==> src/rtl/fa_tag_dir_pkg.sv <==
package fa_tag_dir_pkg;
  typedef enum logic {
    POL_OLDEST = 1'b0,
    POL_NEWEST = 1'b1
  } repl_pol_e;
endpackage

==> src/rtl/fa_tag_match.sv <==
module fa_tag_match #(
  parameter int NUM_LINES = 4,
  parameter int TAG_W     = 15,
  parameter int IDX_W     = 2
) (
  input  logic [NUM_LINES-1:0][TAG_W-1:0] tag_tbl,
  input  logic [NUM_LINES-1:0]            valid_tbl,
  input  logic [TAG_W-1:0]                lookup_tag,
  output logic [NUM_LINES-1:0]            hit_vec,
  output logic                            hit_any,
  output logic [IDX_W-1:0]                hit_idx
);
  // one comparator per line, all in parallel
  for (genvar g = 0; g < NUM_LINES; g++) begin : g_cmp
    assign hit_vec[g] = valid_tbl[g] && (tag_tbl[g] == lookup_tag);
  end

  assign hit_any = |hit_vec;

  always_comb begin
    hit_idx = '0;
    for (int i = 0; i < NUM_LINES; i++) begin
      if (hit_vec[i]) hit_idx = IDX_W'(i);
    end
  end
endmodule

==> src/rtl/fa_recency.sv <==
module fa_recency
  import fa_tag_dir_pkg::*;
#(
  parameter int NUM_LINES = 4,
  parameter int IDX_W     = 2
) (
  input  logic                            clk,
  input  logic                            rst_n,
  input  logic                            touch_en,
  input  logic [IDX_W-1:0]                touch_idx,
  input  repl_pol_e                       pol,
  output logic [NUM_LINES-1:0][IDX_W-1:0] rank_q,
  output logic [IDX_W-1:0]                victim_idx
);
  localparam logic [IDX_W-1:0] TOP_RANK = IDX_W'(NUM_LINES - 1);

  logic [NUM_LINES-1:0][IDX_W-1:0] rank_d;
  logic [IDX_W-1:0]                old_rank;
  logic [IDX_W-1:0]                want_rank;

  // next-state: touched line to top, lines above it slide down by one
  always_comb begin
    old_rank = rank_q[touch_idx];
    for (int i = 0; i < NUM_LINES; i++) begin
      if (IDX_W'(i) == touch_idx)       rank_d[i] = TOP_RANK;
      else if (rank_q[i] > old_rank)    rank_d[i] = rank_q[i] - 1'b1;
      else                              rank_d[i] = rank_q[i];
    end
  end

  for (genvar g = 0; g < NUM_LINES; g++) begin : g_rank
    always_ff @(posedge clk or negedge rst_n) begin
      if (!rst_n)        rank_q[g] <= IDX_W'(g);
      else if (touch_en) rank_q[g] <= rank_d[g];
    end
  end

  // victim: rank 0 for oldest, top rank for newest
  always_comb begin
    want_rank  = (pol == POL_NEWEST) ? TOP_RANK : '0;
    victim_idx = '0;
    for (int i = 0; i < NUM_LINES; i++) begin
      if (rank_q[i] == want_rank) victim_idx = IDX_W'(i);
    end
  end
endmodule

==> src/rtl/fa_alloc_sel.sv <==
module fa_alloc_sel #(
  parameter int NUM_LINES = 4,
  parameter int IDX_W     = 2
) (
  input  logic [NUM_LINES-1:0] valid_tbl,
  input  logic                 hit_any,
  input  logic [IDX_W-1:0]     hit_idx,
  input  logic [IDX_W-1:0]     victim_idx,
  output logic [IDX_W-1:0]     line_sel
);
  logic             free_any;
  logic [IDX_W-1:0] free_idx;

  assign free_any = ~&valid_tbl;

  // lowest-numbered free line wins: scan downward, last write sticks
  always_comb begin
    free_idx = '0;
    for (int i = NUM_LINES - 1; i >= 0; i--) begin
      if (!valid_tbl[i]) free_idx = IDX_W'(i);
    end
  end

  always_comb begin
    if (hit_any)       line_sel = hit_idx;
    else if (free_any) line_sel = free_idx;
    else               line_sel = victim_idx;
  end
endmodule

==> src/rtl/fa_ref_counters.sv <==
module fa_ref_counters #(
  parameter int CNT_W = 16
) (
  input  logic             clk,
  input  logic             rst_n,
  input  logic             inc_ref,
  input  logic             inc_miss,
  output logic [CNT_W-1:0] ref_cnt_q,
  output logic [CNT_W-1:0] miss_cnt_q
);
  logic [CNT_W-1:0] ref_cnt_d;
  logic [CNT_W-1:0] miss_cnt_d;

  always_comb begin
    ref_cnt_d  = ref_cnt_q + CNT_W'(1);
    miss_cnt_d = miss_cnt_q + CNT_W'(1);
  end

  always_ff @(posedge clk or negedge rst_n) begin
    if (!rst_n)       ref_cnt_q <= '0;
    else if (inc_ref) ref_cnt_q <= ref_cnt_d;
  end

  always_ff @(posedge clk or negedge rst_n) begin
    if (!rst_n)        miss_cnt_q <= '0;
    else if (inc_miss) miss_cnt_q <= miss_cnt_d;
  end
endmodule

==> src/rtl/fa_tag_dir.sv <==
module fa_tag_dir
  import fa_tag_dir_pkg::*;
#(
  parameter int ADDR_W    = 16,
  parameter int OFF_W     = 1,
  parameter int NUM_LINES = 4,
  parameter int CNT_W     = 16,
  parameter int IDX_W     = $clog2(NUM_LINES)
) (
  input  logic              clk,
  input  logic              rst_n,
  input  logic              ref_valid,
  input  logic [ADDR_W-1:0] ref_addr,
  input  logic              policy_sel,
  output logic              rsp_valid,
  output logic              rsp_hit,
  output logic [IDX_W-1:0]  rsp_line,
  output logic [CNT_W-1:0]  ref_count,
  output logic [CNT_W-1:0]  miss_count
);
  localparam int TAG_W = ADDR_W - OFF_W;

  logic [NUM_LINES-1:0][TAG_W-1:0] tag_q;
  logic [NUM_LINES-1:0]            valid_q;
  logic [NUM_LINES-1:0]            valid_d;
  logic [TAG_W-1:0]                lookup_tag;
  logic [NUM_LINES-1:0]            hit_vec;
  logic                            hit_any;
  logic [IDX_W-1:0]                hit_idx;
  logic [IDX_W-1:0]                victim_idx;
  logic [IDX_W-1:0]                line_sel;
  logic [NUM_LINES-1:0][IDX_W-1:0] rank_q;
  logic                            fill_en;
  repl_pol_e                       pol;

  assign lookup_tag = ref_addr[ADDR_W-1:OFF_W];
  assign pol        = repl_pol_e'(policy_sel);
  assign fill_en    = ref_valid && !hit_any;

  fa_tag_match #(
    .NUM_LINES(NUM_LINES), .TAG_W(TAG_W), .IDX_W(IDX_W)
  ) u_match (
    .tag_tbl   (tag_q),
    .valid_tbl (valid_q),
    .lookup_tag(lookup_tag),
    .hit_vec   (hit_vec),
    .hit_any   (hit_any),
    .hit_idx   (hit_idx)
  );

  fa_recency #(
    .NUM_LINES(NUM_LINES), .IDX_W(IDX_W)
  ) u_recency (
    .clk       (clk),
    .rst_n     (rst_n),
    .touch_en  (ref_valid),
    .touch_idx (line_sel),
    .pol       (pol),
    .rank_q    (rank_q),
    .victim_idx(victim_idx)
  );

  fa_alloc_sel #(
    .NUM_LINES(NUM_LINES), .IDX_W(IDX_W)
  ) u_alloc (
    .valid_tbl (valid_q),
    .hit_any   (hit_any),
    .hit_idx   (hit_idx),
    .victim_idx(victim_idx),
    .line_sel  (line_sel)
  );

  fa_ref_counters #(
    .CNT_W(CNT_W)
  ) u_cnt (
    .clk       (clk),
    .rst_n     (rst_n),
    .inc_ref   (ref_valid),
    .inc_miss  (fill_en),
    .ref_cnt_q (ref_count),
    .miss_cnt_q(miss_count)
  );

  // valid bits: only ever set by a fill, cleared by reset
  always_comb begin
    valid_d = valid_q;
    if (fill_en) valid_d[line_sel] = 1'b1;
  end

  always_ff @(posedge clk or negedge rst_n) begin
    if (!rst_n)       valid_q <= '0;
    else if (fill_en) valid_q <= valid_d;
  end

  // tag storage: no reset needed, masked by valid
  for (genvar g = 0; g < NUM_LINES; g++) begin : g_tag
    always_ff @(posedge clk) begin
      if (fill_en && (line_sel == IDX_W'(g))) tag_q[g] <= lookup_tag;
    end
  end

  // response registers
  always_ff @(posedge clk or negedge rst_n) begin
    if (!rst_n) rsp_valid <= 1'b0;
    else        rsp_valid <= ref_valid;
  end

  always_ff @(posedge clk or negedge rst_n) begin
    if (!rst_n) begin
      rsp_hit  <= 1'b0;
      rsp_line <= '0;
    end else if (ref_valid) begin
      rsp_hit  <= hit_any;
      rsp_line <= line_sel;
    end
  end
endmodule

==> config.mk <==
export PLATFORM = sky130hd
export DESIGN_NAME = fa_tag_dir
export DESIGN_NICKNAME = d
export VERILOG_FILES = /design/src/rtl/fa_tag_dir_pkg.sv /design/src/rtl/fa_tag_match.sv /design/src/rtl/fa_recency.sv /design/src/rtl/fa_alloc_sel.sv /design/src/rtl/fa_ref_counters.sv /design/src/rtl/fa_tag_dir.sv
export SDC_FILE = /design/constraint.sdc
export NUM_CORES = 1
export LEC_CHECK = 0
export ABC_AREA = 1
export BUFFER_PORTS_ARGS = -buffer_cell sky130_fd_sc_hd__buf_2
export CAP_MARGIN = 30
export CELL_PAD_IN_SITES_DETAIL_PLACEMENT = 1
export CELL_PAD_IN_SITES_GLOBAL_PLACEMENT = 1
export CORE_MARGIN = 1.5
export CORE_UTILIZATION = 35
export DETAILED_ROUTE_END_ITERATION = 8
export GPL_TIMING_DRIVEN = 0
export PLACE_DENSITY = 0.63
export SLEW_MARGIN = 0
export SYNTH_ARGS = -nofsm -noshare
export SYNTH_HDL_FRONTEND = slang
export SYNTH_HIERARCHICAL = 1
export SYNTH_SLANG_ARGS = --single-unit
==> constraint.sdc <==
create_clock -name clk -period 7.1 [get_ports clk]
set_input_delay 0.355 -clock clk [delete_from_list [all_inputs] [get_ports clk]]
set_output_delay 0.355 -clock clk [all_outputs]
set_load 0.005 [all_outputs]
==> flow_summary.ini <==
[outcome]
status = finished clean

[cts]
post_cts_buffers = 0
numCtsBuffers = 9
cts_tree = built
clock_latency_ns = 0.35
clockBufferDepth = 2
clkTransAtPathRegs_ns = 0.07
h-tree-depth = 3
clkSinkCount = 108
root_buffer = clkbuf_16

[global_route]
grt_pass1_vias = 5190
grt_usage_pct = 18.63
grt.overflow.total = 0
grt_max_degree = 38
antenna_found_initial = 0
grt_pass1_wl_mm = 25.73

[timing]
whs_ns = 0.2567
max_clock_freq_mhz = 302.0
setup_violations = 0
fin_setup_tns_ns = 0
worst_slew_pin_slew_ns = 0.8463
slew_headroom_pct = 43.52
skew_ns = 0.007637
rsz0062_at_grt = false
period_needed_ns = 3.312
timing.final.crit_share_pct = 46.64
hold_viol = 0
slew_violations = 0

[die]
fp-row-count = 47
die_h_um = 132.8
io_pins = 56
dieArea_sq_um = 17630
core_sq_um = 16520
die_w_um = 132.8
initial_utilization_pct = 35.67

[layout]
synthToLayoutAreaGrowth_pct = 15.09
drive_gt1_share_pct = 14.47
seq_area_sq_um = 3008
nNetsFinal = 868
multi_input_area_sq_um = 2322
diodes = 0
nFillCells = 2092

[drt]
wl_per_cell_um = 14.37
drt-pass1-iter-count = 4
drc_errors = 0
drt_iter0_drc = 174
final_antenna_net_count = 0
vias = 4851
viasPerCell = 4.563
totalWireLength_mm = 15.27

[hold_path]
hold_start = ref_valid
hold_depth = 1
hold_end = rsp_valid$_DFF_PN0_
hold_class = input pin to register

[pwr]
p_comb_share_pct = 33.6
powerDensity_nw_per_um2 = 323.2
p_int_uw = 1376
p_sw_uw = 816.5
totalPowerFinal_uw = 2193
swShare_pct = 37.24
p_leak_uw = 0.003631
ir_worst_vdd_v = 0.0001364
p_clk_share_pct = 24.4
p_seq_share_pct = 42.0

[logic_synthesis]
ys_warn_count = 6
syn_inst = 771
syn_area_sq_um = 5894
syn-num-nets = 801
syn_avg_cell_area_sq_um = 7.645

[placement]
place_congestion = 0.8132
portBuffers = 54
dpl.hpwl_mm = 11.37

[setup_path]
arrival_ns = 3.55
critPathRequiredTime_ns = 7.34
r2r_slack_ns = 3.79
crit_fanout = 7
rr_worst_depth = 23
rr_endpoint = u_recency/rank_q[1]$_DFFE_PN0P_
start_kind = register
reg2reg_from = tag_q[19]$_DFFE_PP_
critPathCaptureType = register
critPathKind = register to register

[flow_run]
max_cap_viol_count = 0
-- cell type report --
type	instances	share of cell area, %
Tap cell	220	4.058
Timing Repair Buffer	56	4.426
Clock inverter	3	0.6271
Buffer	3	0.2951
Inverter	145	8.023
Clock buffer	13	4.002
Multi-Input combinational cell	515	34.23
Sequential cell	108	44.34
-- through the flow --
stage               instance area (sq um)  util (%)  instances  setup slack [ns]
floorplan                            5894         -        771             4.417
global placement                     6440     38.97       1045             3.693
detailed placement                   6460     39.09       1046             3.579
CTS                                  6784     41.05       1063             3.771
global route                         6784     41.05       1063             3.337
finish                               6784     41.05       1063             3.788
-- layout by cell type, fill, tap and decap left out, drive strengths merged --
cell type    instances
nand2              349
xnor2                3
dlygate4sd3          1
ha                  10
o21ai                8
clkinv               1
inv                145
o22ai                4
a21oi                1
clkinvlp             1
buf                 58
nand4               10
dfrtp               44
bufinv               1
or2                  1
nor2                79
nor3                 4
dfstp                4
nand3               31
clkbuf              13
o21bai               2
edfxtp              60
xor2                11
nand3b               2
-- worst max path at each step --
stage / startpoint / end / slack (ns)
floorplan: ref_addr[4] / u_recency/rank_q[1]$_DFFE_PN0P_ / 4.42
global placement: ref_addr[7] / u_recency/rank_q[4]$_DFFE_PN0P_ / 3.69
detailed placement: ref_addr[6] / u_recency/rank_q[1]$_DFFE_PN0P_ / 3.58
CTS: tag_q[19]$_DFFE_PP_ / u_recency/rank_q[1]$_DFFE_PN0P_ / 3.77
global route: tag_q[19]$_DFFE_PP_ / u_recency/rank_q[7]$_DFFE_PN1P_ / 3.34
finish: tag_q[19]$_DFFE_PP_ / u_recency/rank_q[1]$_DFFE_PN0P_ / 3.79
-- sequential cells by signal (all words and copies together) (netlist names) --
signal and count:
rsp_hit 1, tag_q 60, u_cnt/ref_cnt_q 16, rsp_valid 1
valid_q 4, u_recency/rank_q 8, u_cnt/miss_cnt_q 16, rsp_line 2
-- layer usage --
metal / global-route usage (%) / vias to the layer above / part of all wire, % / wire (um)
met2: 33.13 / 37 / 51 / 7761
met1: 23.29 / 2336 / 46 / 6977
met3: 2.107 / 16 / 1.6 / 248
li1: - / 2462 / - / -
met4: 6.960 / 0 / 1.9 / 284
met5: 0 / - / 0 / 0
-- worst max-delay path, cell delays in order, from the launching register on --
cell and delay (ns):
edfxtp_1 0.39, inv_1 0.07, nand2_1 0.05, nand2_1 0.14, nor2_1 0.06, nand2_1 0.08, nor2_1 0.04, nand2_1 0.09
nand2_1 0.06, inv_1 0.07, nand2_2 0.11, nor2_2 0.14, nand2_1 0.06, o21ai_1 0.48, nand2_1 0.25, o22ai_1 0.22
or2_1 0.23, ha_1 0.26, nand2_1 0.06, nand2_1 0.05, nand2_1 0.09, nand2_1 0.08, nand2_1 0.07, nand2_1 0.05
-- repair_timing --
item	CTS	global route
gates resized for setup	0	0
hold buffers	1	0
hold endpoints to repair	11	0
-- power groups by stage --
stage,logic [uW],clock network [uW],registers [uW]
finish,738,534,921
floorplan,523,0,911
global placement,711,0,927
CTS,755,553,922
global route,866,574,943
detailed placement,749,0,934
No activity file was read; power rests on OpenSTA's default activity.
